`config.mk`:
```
export PLATFORM = sky130hd
export DESIGN_NAME = fpi_issue_ctrl
export DESIGN_NICKNAME = d
export VERILOG_FILES = /design/src/rtl/fpi_pkg.sv /design/src/rtl/fpi_unit_gate.sv /design/src/rtl/fpi_slot.sv /design/src/rtl/fpi_issue_ctrl.sv
export SDC_FILE = /design/constraint.sdc
export NUM_CORES = 1
export LEC_CHECK = 0
export BUFFER_PORTS_ARGS = -buffer_cell sky130_fd_sc_hd__buf_2
export CAP_MARGIN = 20
export CORE_MARGIN = 1.5
export CORE_UTILIZATION = 64
export DETAILED_ROUTE_END_ITERATION = 10
export GPL_ROUTABILITY_DRIVEN = 0
export PLACE_DENSITY = 0.8
export SYNTH_ARGS = -nofsm -noshare
export SYNTH_HDL_FRONTEND = slang
export SYNTH_HIERARCHICAL = 1
export SYNTH_SLANG_ARGS = --single-unit
```
`constraint.sdc`:
```
create_clock -name clk -period 4.3 [get_ports clk]
set_input_delay 0.645 -clock clk [delete_from_list [all_inputs] [get_ports clk]]
set_output_delay 0.645 -clock clk [all_outputs]
set_load 0.01 [all_outputs]
```
`src/rtl/fpi_pkg.sv`:
```
package fpi_pkg;
  localparam int OP_W      = 3;
  localparam int NUM_UNITS = 6;
  localparam int UNIT_W    = 3;
  localparam int MAX_LAT   = 112;

  typedef enum logic [OP_W-1:0] {
    OP_ADD  = 3'd0,
    OP_SUB  = 3'd1,
    OP_MUL  = 3'd2,
    OP_DIV  = 3'd3,
    OP_SQRT = 3'd4,
    OP_NEG  = 3'd5,
    OP_ABS  = 3'd6,
    OP_CMP  = 3'd7
  } fp_op_e;

  // pipe index per opcode; add/sub share one pipe, negate/abs share one pipe
  function automatic logic [UNIT_W-1:0] op_to_unit(input logic [OP_W-1:0] op);
    case (fp_op_e'(op))
      OP_ADD, OP_SUB: return 3'd0;
      OP_MUL:         return 3'd1;
      OP_DIV:         return 3'd2;
      OP_SQRT:        return 3'd3;
      OP_NEG, OP_ABS: return 3'd4;
      default:        return 3'd5;
    endcase
  endfunction

  function automatic int unsigned unit_latency(input logic [UNIT_W-1:0] u);
    case (u)
      3'd0:    return 4;
      3'd1:    return 8;
      3'd2:    return 36;
      3'd3:    return 112;
      3'd4:    return 2;
      default: return 3;
    endcase
  endfunction

  function automatic int unsigned unit_interval(input logic [UNIT_W-1:0] u);
    case (u)
      3'd0:    return 3;
      3'd1:    return 4;
      3'd2:    return 35;
      3'd3:    return 111;
      3'd4:    return 1;
      default: return 2;
    endcase
  endfunction
endpackage

```
`src/rtl/fpi_unit_gate.sv`:
```
module fpi_unit_gate #(
  parameter int II    = 1,
  parameter int CNT_W = 7
) (
  input  logic clk,
  input  logic rst_n,
  input  logic take,
  output logic free
);
  logic [CNT_W-1:0] wait_q;

  always_ff @(posedge clk) begin
    if (!rst_n)              wait_q <= '0;
    else if (take)           wait_q <= CNT_W'(II - 1);
    else if (wait_q != '0)   wait_q <= wait_q - 1'b1;
  end

  assign free = (wait_q == '0);

  AST_INTERVAL_ARMS: assert property (@(posedge clk) disable iff (!rst_n)
    take |=> (free == (II == 1)));
  AST_BUSY_NO_TAKE: assert property (@(posedge clk) disable iff (!rst_n)
    !free |-> !take);
endmodule

```
`src/rtl/fpi_slot.sv`:
```
module fpi_slot #(
  parameter int TAG_W = 6,
  parameter int CNT_W = 7
) (
  input  logic             clk,
  input  logic             rst_n,
  input  logic             load,
  input  logic [CNT_W-1:0] load_cnt,
  input  logic [TAG_W-1:0] load_tag,
  output logic             active,
  output logic [CNT_W-1:0] remain,
  output logic [TAG_W-1:0] tag,
  output logic             fire
);
  assign fire = active && (remain == CNT_W'(1));

  always_ff @(posedge clk) begin
    if (!rst_n) begin
      active <= 1'b0;
      remain <= '0;
      tag    <= '0;
    end else if (fire) begin
      active <= 1'b0;
    end else if (load) begin
      active <= 1'b1;
      remain <= load_cnt;
      tag    <= load_tag;
    end else if (active) begin
      remain <= remain - 1'b1;
    end
  end

  AST_SLOT_RETIRES: assert property (@(posedge clk) disable iff (!rst_n)
    fire |=> !active);
  AST_LOAD_ONLY_FREE: assert property (@(posedge clk) disable iff (!rst_n)
    load |-> !active);
endmodule

```
`src/rtl/fpi_issue_ctrl.sv`:
```
module fpi_issue_ctrl
  import fpi_pkg::*;
#(
  parameter int TAG_W  = 6,
  parameter int NSLOTS = 8
) (
  input  logic             clk,
  input  logic             rst_n,
  input  logic             in_valid,
  output logic             in_ready,
  input  logic [OP_W-1:0]  in_op,
  input  logic [TAG_W-1:0] in_tag,
  output logic             done_valid,
  output logic [TAG_W-1:0] done_tag,
  output logic             wb_conflict
);
  localparam int CNT_W  = $clog2(MAX_LAT + 2);
  localparam int SLOT_W = (NSLOTS > 1) ? $clog2(NSLOTS) : 1;

  logic [UNIT_W-1:0]    sel_unit;
  logic [CNT_W-1:0]     new_lat;
  logic [NUM_UNITS-1:0] unit_free;
  logic [NUM_UNITS-1:0] unit_take;
  logic [NSLOTS-1:0]    slot_act, slot_fire, slot_load;
  logic [CNT_W-1:0]     slot_cnt [NSLOTS];
  logic [TAG_W-1:0]     slot_tag [NSLOTS];
  logic                 any_free, collide, accept;
  logic [SLOT_W-1:0]    free_idx;
  logic [TAG_W-1:0]     fire_tag;

  assign sel_unit = op_to_unit(in_op);
  assign new_lat  = CNT_W'(unit_latency(sel_unit));

  // per-pipe spacing gates
  for (genvar u = 0; u < NUM_UNITS; u++) begin : g_unit
    assign unit_take[u] = accept && (sel_unit == UNIT_W'(u));
    fpi_unit_gate #(
      .II   (int'(unit_interval(UNIT_W'(u)))),
      .CNT_W(CNT_W)
    ) u_gate (
      .clk  (clk),
      .rst_n(rst_n),
      .take (unit_take[u]),
      .free (unit_free[u])
    );
  end

  // lowest free in-flight entry
  always_comb begin
    any_free = 1'b0;
    free_idx = '0;
    for (int i = NSLOTS - 1; i >= 0; i--) begin
      if (!slot_act[i]) begin
        any_free = 1'b1;
        free_idx = SLOT_W'(i);
      end
    end
  end

  // a slot with remaining count L+1 retires on the same edge the new op would
  always_comb begin
    collide = 1'b0;
    for (int i = 0; i < NSLOTS; i++)
      if (slot_act[i] && slot_cnt[i] == new_lat + CNT_W'(1)) collide = 1'b1;
  end

  assign in_ready    = unit_free[sel_unit] && any_free && !collide;
  assign wb_conflict = in_valid && collide;
  assign accept      = in_valid && in_ready;

  for (genvar s = 0; s < NSLOTS; s++) begin : g_slot
    assign slot_load[s] = accept && (free_idx == SLOT_W'(s));
    fpi_slot #(
      .TAG_W(TAG_W),
      .CNT_W(CNT_W)
    ) u_slot (
      .clk     (clk),
      .rst_n   (rst_n),
      .load    (slot_load[s]),
      .load_cnt(new_lat),
      .load_tag(in_tag),
      .active  (slot_act[s]),
      .remain  (slot_cnt[s]),
      .tag     (slot_tag[s]),
      .fire    (slot_fire[s])
    );
  end

  always_comb begin
    fire_tag = '0;
    for (int i = 0; i < NSLOTS; i++)
      if (slot_fire[i]) fire_tag = fire_tag | slot_tag[i];
  end

  always_ff @(posedge clk) begin
    if (!rst_n) begin
      done_valid <= 1'b0;
      done_tag   <= '0;
    end else begin
      done_valid <= |slot_fire;
      done_tag   <= fire_tag;
    end
  end

  AST_SINGLE_RETIRE: assert property (@(posedge clk) disable iff (!rst_n)
    $onehot0(slot_fire));
  AST_CONFLICT_STALLS: assert property (@(posedge clk) disable iff (!rst_n)
    wb_conflict |-> !in_ready);
  AST_FULL_STALLS: assert property (@(posedge clk) disable iff (!rst_n)
    (&slot_act) |-> !in_ready);
endmodule

```
==> flow_summary.ini, run 1 <==
[floorplan]
die_w_um = 127
die_area_um2 = 16100
core_um2 = 15100
core.rowCount = 45
io_pins = 21
start_util_pct = 65.0
die_h_um = 127

[sta]
tightest_slew_ns = 1.21
final_hold_viol_count = 0
setup_violations = 0
fin_crit_sh_pct = 93.5
slew_headroom_pct = 18.7
layout_min_cycle_time_ns = 4.02
rsz0062_at_grt = false
fin_worst_skew_ns = 0.00995
fin_setup_tns_ns = 0
drv_slew = 0
fmax_mhz = 249

[yosys]
synth_area_um2 = 9810
synth_nets = 1264
synth_warnings = 6
ys_async_sr_fraction_pct = 0
synth_flop_cell = dfxtp_1
syn_area_per_cell_um2 = 8.01
synth_area_leader_cell = dfxtp_1
yosys.area.top_type_share_pct = 32.9
synth_area_leaders = dfxtp_1, nand2_1, o21ai_0, nand3_1, nor2_1
syn_inst = 1225
synth_edf_count = 0
yosysUniqueCellTypes = 82
seq_area_frac_synth_pct = 32.9
ys_ff_latch = 161

[min_path]
hold_path.class = reg -> reg
min_path_cells = 2
hold_start = g_slot[0].u_slot/tag[0]
hold_end = g_slot[0].u_slot/tag[0]

[clock_tree]
cts_tree = built
clkSinkCount = 161
clock_path_buffers = 2
cts_hold_buffers = 0
cts_buffers = 17
htreeDepth = 4
clock-root-buffer = clkbuf_16
clkTransAtPathRegs_ns = 0.07
clk_latency_ns = 0.43

[worst_setup_path]
critical_path.cell_chain = inv_1 -> ha_1 -> or4b_4 -> nor3_1 -> nor2_1 -> a211oi_1 -> a21oi_1 -> nor3b_1 -> inv_2 -> nor4_2 -> nor2_1 -> a31oi_1 -> o211ai_1 -> o211a_1
worst_path_max_delay_cell = or4b_4
cp.arrival_ns = 4.34
reg2regPathDepth = 14
path_class = reg -> reg
setup.worst_path.start = g_unit[0].u_gate/wait_q[0]
max_stage_delay_ns = 0.54
path_max_fanout = 12
crit_top_cell = nor2_1
cpLargestDelayFamily = simple AND/OR/NAND/NOR gates
rrSetupSlack_ns = 0.28
crit_path_end_kind = flip-flop
worstReg2RegStart = g_unit[0].u_gate/wait_q[0]
crit_buf_inv = 2
cp.required_ns = 4.62
critPathLaunchType = flip-flop
regToRegEndpoint = g_slot[7].u_slot/remain[1]

[global_route]
grt_pass1_vias = 8444
grt_pass1_wl_mm = 42.1
grt-ovfl-total = 0
grt_max_degree = 76
grt_usage_pct = 32.2
antenna_found_initial = 0

[power]
power_per_cell_area_nw_per_um2 = 476
vdd_ir_drop_max_mv = 0.460
leakagePower_nw = 3.95

[detailed_routing]
vias = 9418
dr.pass1.iters = 6
drt-total-wl_mm = 25.6
first_iter_violations = 1182
postRouteAntennaNets = 0
avgRoutedWirePerCell_um = 17.9
via_per_inst = 6.58
route.detailed.drc = 0

[finish]
stdcell_area_um2 = 10600
fill_cells = 1226
area_delta_synth_final_pct = 7.88
multi_input_area_um2 = 6020
stdcell_count = 1432
diodes = 0
ff_latch_area_um2 = 3220
finalCoreUtilization_pct = 70.1
final_cell_mix = dfxtp_1, nand2_1, o21ai_0, nor2_1, nand3_1
layout_commonest_cell = dfxtp_1
final_nets = 1270
drive_gt1_share_pct = 10.3

[placed_design]
placed_cell_area_um2 = 9990
dp_hpwl_mm = 17.8
dp_cells = 1400
io_buffers = 20

[status]
status = finished clean

[job]
maxCapViolations = 0
==> cells by family after synthesis <==
| family | after synthesis | share of synthesized area [%] |
|---|---|---|
| compound gates | 311 | 22.5 |
| xor+xnor | 22 | 1.96 |
| fa+ha+maj | 27 | 3.44 |
| buf+inv | 111 | 6.19 |
| flops | 161 | 32.9 |
| mux | 35 | 3.58 |
| simple gates | 558 | 29.5 |
==> repair_timing <==
item / 4_1_cts / 5_1_grt
endpoints found under the setup margin: 0 / 1
setup buffers: 0 / 0
hold endpoints to repair: 0 / 0
gates resized for setup: 0 / 1
==> worst register-to-register path: stages (launching register included) <==
cell and delay (ns):
dfxtp_1 0.33, inv_1 0.13, ha_1 0.18, or4b_4 0.54
nor3_1 0.21, nor2_1 0.07, a211oi_1 0.20, a21oi_1 0.10
nor3b_1 0.53, inv_2 0.29, nor4_2 0.48, nor2_1 0.15
a31oi_1 0.40, o211ai_1 0.16, o211a_1 0.15
==> cells in the mapped netlist (12+ instances only) <==
| cell | instances |
|---|---|
| a211oi_1 | 24 |
| a21oi_1 | 23 |
| a22oi_1 | 35 |
| a31oi_1 | 12 |
| clkbuf_1 | 26 |
| dfxtp_1 | 161 |
| ha_1 | 27 |
| inv_1 | 50 |
| mux2i_1 | 34 |
| nand2_1 | 150 |
| nand2b_1 | 33 |
| nand3_1 | 78 |
| nand3b_1 | 22 |
| nand4_1 | 13 |
| nor2_1 | 96 |
| nor2b_1 | 29 |
| nor3_1 | 47 |
| nor4_1 | 22 |
| o21ai_0 | 99 |
| o22ai_1 | 23 |
| or4_4 | 12 |
| xnor2_1 | 15 |
==> per-layer routing <==
layer / GRT usage, % / wire length (µm) / vias up
met5: 0 / 0 / -
met4: 13.1 / 928 / 0
met3: 6.07 / 2150 / 79
met2: 48.6 / 11200 / 436
met1: 45.4 / 11300 / 4392
li1: - / - / 4511
==> state kept, by name (all words and copies together) (netlist names) <==
register and count:
g_slot.u_slot/remain 56, g_unit.u_gate/wait_q 42, done_valid 1, g_slot.u_slot/tag 48, done_tag 6, g_slot.u_slot/active 8
==> area by class of cell <==
type / instances / share of cell area, %
sequential: 161 / 30.5
clock buffer: 17 / 4.02
timing repair buffer: 45 / 2.90
multi-input combinational: 953 / 56.9
clock inverter: 15 / 1.61
tap: 188 / 2.22
inverter: 53 / 1.88
==> how the worst max path moves through the flow <==
| stage | endpoint | slack, ns | cells after the start |
|---|---|---|---|
| after detailed placement | g_slot[7].u_slot/remain[1] | 0.29 | 14 |
| after global routing | g_slot[7].u_slot/remain[1] | 0.08 | 14 |
| after CTS | g_slot[7].u_slot/remain[1] | 0.26 | 14 |
| final | g_slot[7].u_slot/remain[1] | 0.28 | 14 |
| after floorplan | g_slot[6].u_slot/remain[1] | 0.60 | 16 |
| after global placement | g_slot[7].u_slot/remain[1] | 0.29 | 14 |
==> metrics by stage <==
step | total power [mW] | hold slack, ns | setup slack [ns]
floorplan | 3.21 | 0.444 | 0.600
global placement | 3.45 | 0.453 | 0.289
detailed placement | 3.50 | 0.462 | 0.290
CTS | 5.04 | 0.473 | 0.256
global route | 5.37 | 0.491 | 0.0755
finish | 5.04 | 0.471 | 0.279
==> power breakdown <==
group          leakage, nW  internal, mW  switching [mW]  total (mW)
Clock                0.281         0.872           0.678        1.55
Sequential            1.31          1.70           0.245        1.94
Combinational         2.36         0.714           0.829        1.54
Power figures use the tool's default switching activity.
==> inputs of run 2 (changes only) <==
--- a/config.mk
+++ b/config.mk
@@ -12,6 +12,7 @@
 export DETAILED_ROUTE_END_ITERATION = 10
 export GPL_ROUTABILITY_DRIVEN = 0
 export PLACE_DENSITY = 0.8
+export REMOVE_ABC_BUFFERS = 1
 export SYNTH_ARGS = -nofsm -noshare
 export SYNTH_HDL_FRONTEND = slang
 export SYNTH_HIERARCHICAL = 1
==> flow_summary.ini, run 2 (synthesis results as in run 1) <==
[finish]
drive_gt1_share_pct = 10.8
area_delta_synth_final_pct = 8.33
regMostFlops = g_slot.u_slot/remain
final_cell_mix = dfxtp_1, nand2_1, o21ai_0, nor2_1, nand3_1
largest_register_ffs = 56
stdcell_count = 1440
fill_cells = 1241
layout_commonest_cell = dfxtp_1
final_nets = 1278
diodes = 0
top_regs = g_slot.u_slot/remain x56, g_slot.u_slot/tag x48, g_unit.u_gate/wait_q x42

[global_route]
antenna_found_initial = 0
grt_usage_pct = 32.1
grt_pass1_wl_mm = 41.8
grt_max_degree = 89
grt-ovfl-total = 0
grt_pass1_vias = 8351

[sta]
fin_crit_sh_pct = 92.6
tightest_slew_ns = 1.19
fmax_mhz = 251
layout_min_cycle_time_ns = 3.98
rsz0062_at_grt = false
fin_worst_skew_ns = 0.0108
setup_violations = 0
final_hold_viol_count = 0
drv_slew = 0
slew_headroom_pct = 20.3

[worst_setup_path]
cp.required_ns = 4.64
setup.worst_path.start = g_unit[0].u_gate/wait_q[0]
rrSetupSlack_ns = 0.32
max_stage_delay_ns = 0.53
crit_buf_inv = 2
critPathLaunchType = flip-flop
cp.arrival_ns = 4.32
worst_path_max_delay_cell = or4b_4
critical_path.cell_chain = inv_1 -> ha_1 -> or4b_4 -> nor3_1 -> nor2_1 -> a211oi_1 -> a21oi_1 -> nor3b_1 -> inv_1 -> nor4_2 -> nor2_1 -> a31oi_1 -> o211ai_1 -> o211a_1
path_max_fanout = 12
crit_path_end_kind = flip-flop
path_class = reg -> reg
worstReg2RegStart = g_unit[0].u_gate/wait_q[0]
cpLargestDelayFamily = simple AND/OR/NAND/NOR gates

[detailed_routing]
first_iter_violations = 953
avgRoutedWirePerCell_um = 17.8
dr.pass1.iters = 6
via_per_inst = 6.43
vias = 9258
drt-total-wl_mm = 25.6
postRouteAntennaNets = 0
route.detailed.drc = 0

[job]
maxCapViolations = 0

[clock_tree]
cts_hold_buffers = 0
clock_path_buffers = 2
clkTransAtPathRegs_ns = 0.07
cts_buffers = 17
cts_tree = built
clkSinkCount = 161
post_cts_buffers = 0
cts_resized = 0
clock-root-buffer = clkbuf_16
htreeDepth = 4
clk_latency_ns = 0.45

[status]
status = finished clean

[floorplan]
core.rowCount = 45
core_um2 = 15100
start_util_pct = 65.0
die_w_um = 127
io_pins = 21
die_h_um = 127
die_area_um2 = 16100

[min_path]
hold_start = g_slot[2].u_slot/tag[1]
hold_path.class = reg -> reg

[placed_design]
io_buffers = 20
dp_cells = 1408
dp_hpwl_mm = 17.3

[power]
leakagePower_nw = 4.00
power_per_cell_area_nw_per_um2 = 474
vdd_ir_drop_max_mv = 0.316
p_total_mw = 5.03
## run 2: area by class of cell
class	instances	area, µm²	share of cell area [%]
Clock buffer	17	425	4.00
Clock inverter	15	166	1.57
Inverter	53	199	1.87
Multi-Input combinational cell	953	6020	56.7
Sequential cell	161	3220	30.3
Tap cell	188	235	2.21
Timing Repair Buffer	53	354	3.33
## run 2: power breakdown
group,leakage [nW],switching [mW],internal (mW)
Sequential,1.31,0.251,1.70
Clock,0.290,0.736,0.782
Combinational,2.40,0.857,0.711
## run 2: worst paths after layout
path | to | cells after the start
worst max register to register | g_slot[0].u_slot/remain[1] | 14
worst min register to register | g_slot[2].u_slot/tag[1] | 2
worst min-delay path | g_slot[2].u_slot/tag[1] | 2
worst max-delay path | g_slot[0].u_slot/remain[1] | 14
## run 2: through the flow
step           instance area [µm²]  TNS [ns]  util [%]  hold WS [ns]  setup slack [ns]
2_1_floorplan                 9400     -6.22         -         0.444            -0.453
3_3_place_gp                 10000         0      66.5         0.453             0.289
3_5_place_dp                 10000         0      66.5         0.463             0.142
4_1_cts                      10600         0      70.4         0.475             0.392
5_1_grt                      10600         0      70.4         0.495            0.0257
6_report                     10600         0      70.4         0.471             0.320
## run 2: per-layer routing
layer | wire (µm) | vias up | track usage [%] | part of all wire [%]
li1 | - | 4524 | - | -
met1 | 11100 | 4280 | 42.3 | 43
met2 | 11900 | 379 | 51.2 | 46
met3 | 1860 | 75 | 7.38 | 7.2
met4 | 779 | 0 | 12.9 | 3.0
met5 | 0 | - | 0 | 0
## run 2: tightest hold or removal path, stage by stage (launching register included)
cell	delay, ns
dfxtp_1	0.31
nand3_1	0.05
o21ai_0	0.06
==> inputs of run 3 (changes only) <==
--- a/config.mk
+++ b/config.mk
@@ -5,13 +5,13 @@
 export SDC_FILE = /design/constraint.sdc
 export NUM_CORES = 1
 export LEC_CHECK = 0
-export BUFFER_PORTS_ARGS = -buffer_cell sky130_fd_sc_hd__buf_2
 export CAP_MARGIN = 20
 export CORE_MARGIN = 1.5
-export CORE_UTILIZATION = 64
+export CORE_UTILIZATION = 70
 export DETAILED_ROUTE_END_ITERATION = 10
+export DONT_BUFFER_PORTS = 1
 export GPL_ROUTABILITY_DRIVEN = 0
-export PLACE_DENSITY = 0.8
+export PLACE_DENSITY = 0.85
 export REMOVE_ABC_BUFFERS = 1
 export SYNTH_ARGS = -nofsm -noshare
 export SYNTH_HDL_FRONTEND = slang
==> constraint.sdc (replaced) <==
create_clock -name clk -period 4.8 [get_ports clk]
set_input_delay 0.72 -clock clk [delete_from_list [all_inputs] [get_ports clk]]
set_output_delay 0.72 -clock clk [all_outputs]
set_load 0.01 [all_outputs]
==> flow_summary.ini, run 3 (synthesis results as in run 1) <==
[floorplan]
core_um2 = 13800
die_area_um2 = 14700
start_util_pct = 71.2
die_h_um = 121
core.rowCount = 43
die_w_um = 121
io_pins = 21

[sta]
slew_headroom_pct = 17.7
fin_crit_sh_pct = 84.4
layout_min_cycle_time_ns = 4.05
fmax_mhz = 247
fin_worst_skew_ns = 0.0109
tightest_slew_ns = 1.23
holdWs_ns = 0.412
rsz0062_at_grt = false
setup_violations = 0
fin_ws_ns = 0.750
final_hold_viol_count = 0
fin_setup_tns_ns = 0
drv_slew = 0

[clock_tree]
clkTransAtPathRegs_ns = 0.08
post_cts_buffers = 0
cts_hold_buffers = 0
clock_path_buffers = 2
htreeDepth = 4
clk_latency_ns = 0.44
clock-root-buffer = clkbuf_16
cts_tree = built
cts_buffers = 17
clkSinkCount = 161
cts_resized = 0

[worst_setup_path]
cp.arrival_ns = 4.37
crit_buf_inv = 2
cp.required_ns = 5.12
path_max_fanout = 12
worst_path_max_delay_cell = or4b_4
critical_path.cell_chain = inv_1 -> ha_1 -> or4b_4 -> nor3_1 -> nor2_1 -> a211oi_1 -> a21oi_1 -> nor3b_1 -> inv_1 -> nor4_2 -> nor2_1 -> a31oi_1 -> o211ai_1 -> o211a_1
max_stage_delay_ns = 0.54
cpLargestDelayFamily = simple AND/OR/NAND/NOR gates
crit_path_end_kind = flip-flop
worstReg2RegStart = g_unit[0].u_gate/wait_q[0]
setup.worst_path.start = g_unit[0].u_gate/wait_q[0]
critPathLaunchType = flip-flop
path_class = reg -> reg

[finish]
regMostFlops = g_slot.u_slot/remain
stdcell_count = 1390
top_regs = g_slot.u_slot/remain x56, g_slot.u_slot/tag x48, g_unit.u_gate/wait_q x42
largest_register_ffs = 56
area_delta_synth_final_pct = 5.92
layout_commonest_cell = dfxtp_1
final_cell_mix = dfxtp_1, nand2_1, o21ai_0, nor2_1, nand3_1
final_nets = 1236
stdcell_area_um2 = 10400
finalCoreUtilization_pct = 75.4
drive_gt1_share_pct = 7.69
diodes = 0

[detailed_routing]
avgRoutedWirePerCell_um = 18.6
postRouteAntennaNets = 0
dr.pass1.iters = 6
first_iter_violations = 1040
vias = 9341
via_per_inst = 6.72
route.detailed.drc = 0
drt-total-wl_mm = 25.9

[placed_design]
dp_hpwl_mm = 16.6
io_buffers = 0
placed_cell_area_um2 = 9750
post-place-ws_ns = 0.752
dp_cells = 1358

[global_route]
grt_pass1_vias = 8624
grt_max_degree = 188
grt_pass1_wl_mm = 42.5
grt_usage_pct = 36.1
grt-ovfl-total = 0
antenna_found_initial = 0

[min_path]
hold_path.class = in -> reg
hold_start = in_tag[1]

[power]
leakagePower_nw = 3.80
vdd_ir_drop_max_mv = 0.334
power_per_cell_area_nw_per_um2 = 440
p_total_mw = 4.57

[job]
maxCapViolations = 0

[status]
status = finished clean
-- run 3: cell types whose count changed in the layout (fill, tap and decap cells not counted), moves of 2 or more --
cell,change
buf_4,-22
buf_2,-19
clkinv_8,+2
inv_6,-2
-- run 3: worst paths after layout --
path                                                   end  cells past startpoint  slack, ns
worst min-delay path               g_slot[3].u_slot/tag[1]                      2       0.41
worst max register to register  g_slot[6].u_slot/remain[1]                     14       0.75
worst min register to register     g_slot[5].u_slot/tag[2]                      2       0.47
worst max-delay path            g_slot[6].u_slot/remain[1]                     14       0.75
-- run 3: cell type report --
type	count	area [µm²]
multi-input combinational	953	6020
fill	1026	3380
sequential	161	3220
clock buffer	17	425
tap	180	225
clock inverter	15	211
inverter	53	199
timing repair buffer	11	82.6
-- run 3: power breakdown --
part           internal (mW)  total, mW  switching, mW
clock network          0.764       1.43          0.671
registers               1.52       1.75          0.228
logic                  0.622       1.38          0.762
total                   2.91       4.57           1.66
-- run 3: routing by layer --
layer	vias up	global-route usage (%)	wire length (µm)	part of all wire, %
met5	-	0	0	0
met4	0	16.8	1060	4.1
met3	93	8.93	2230	8.6
met2	464	57.7	11800	45
met1	4337	45.6	10800	42
li1	4447	-	-	-
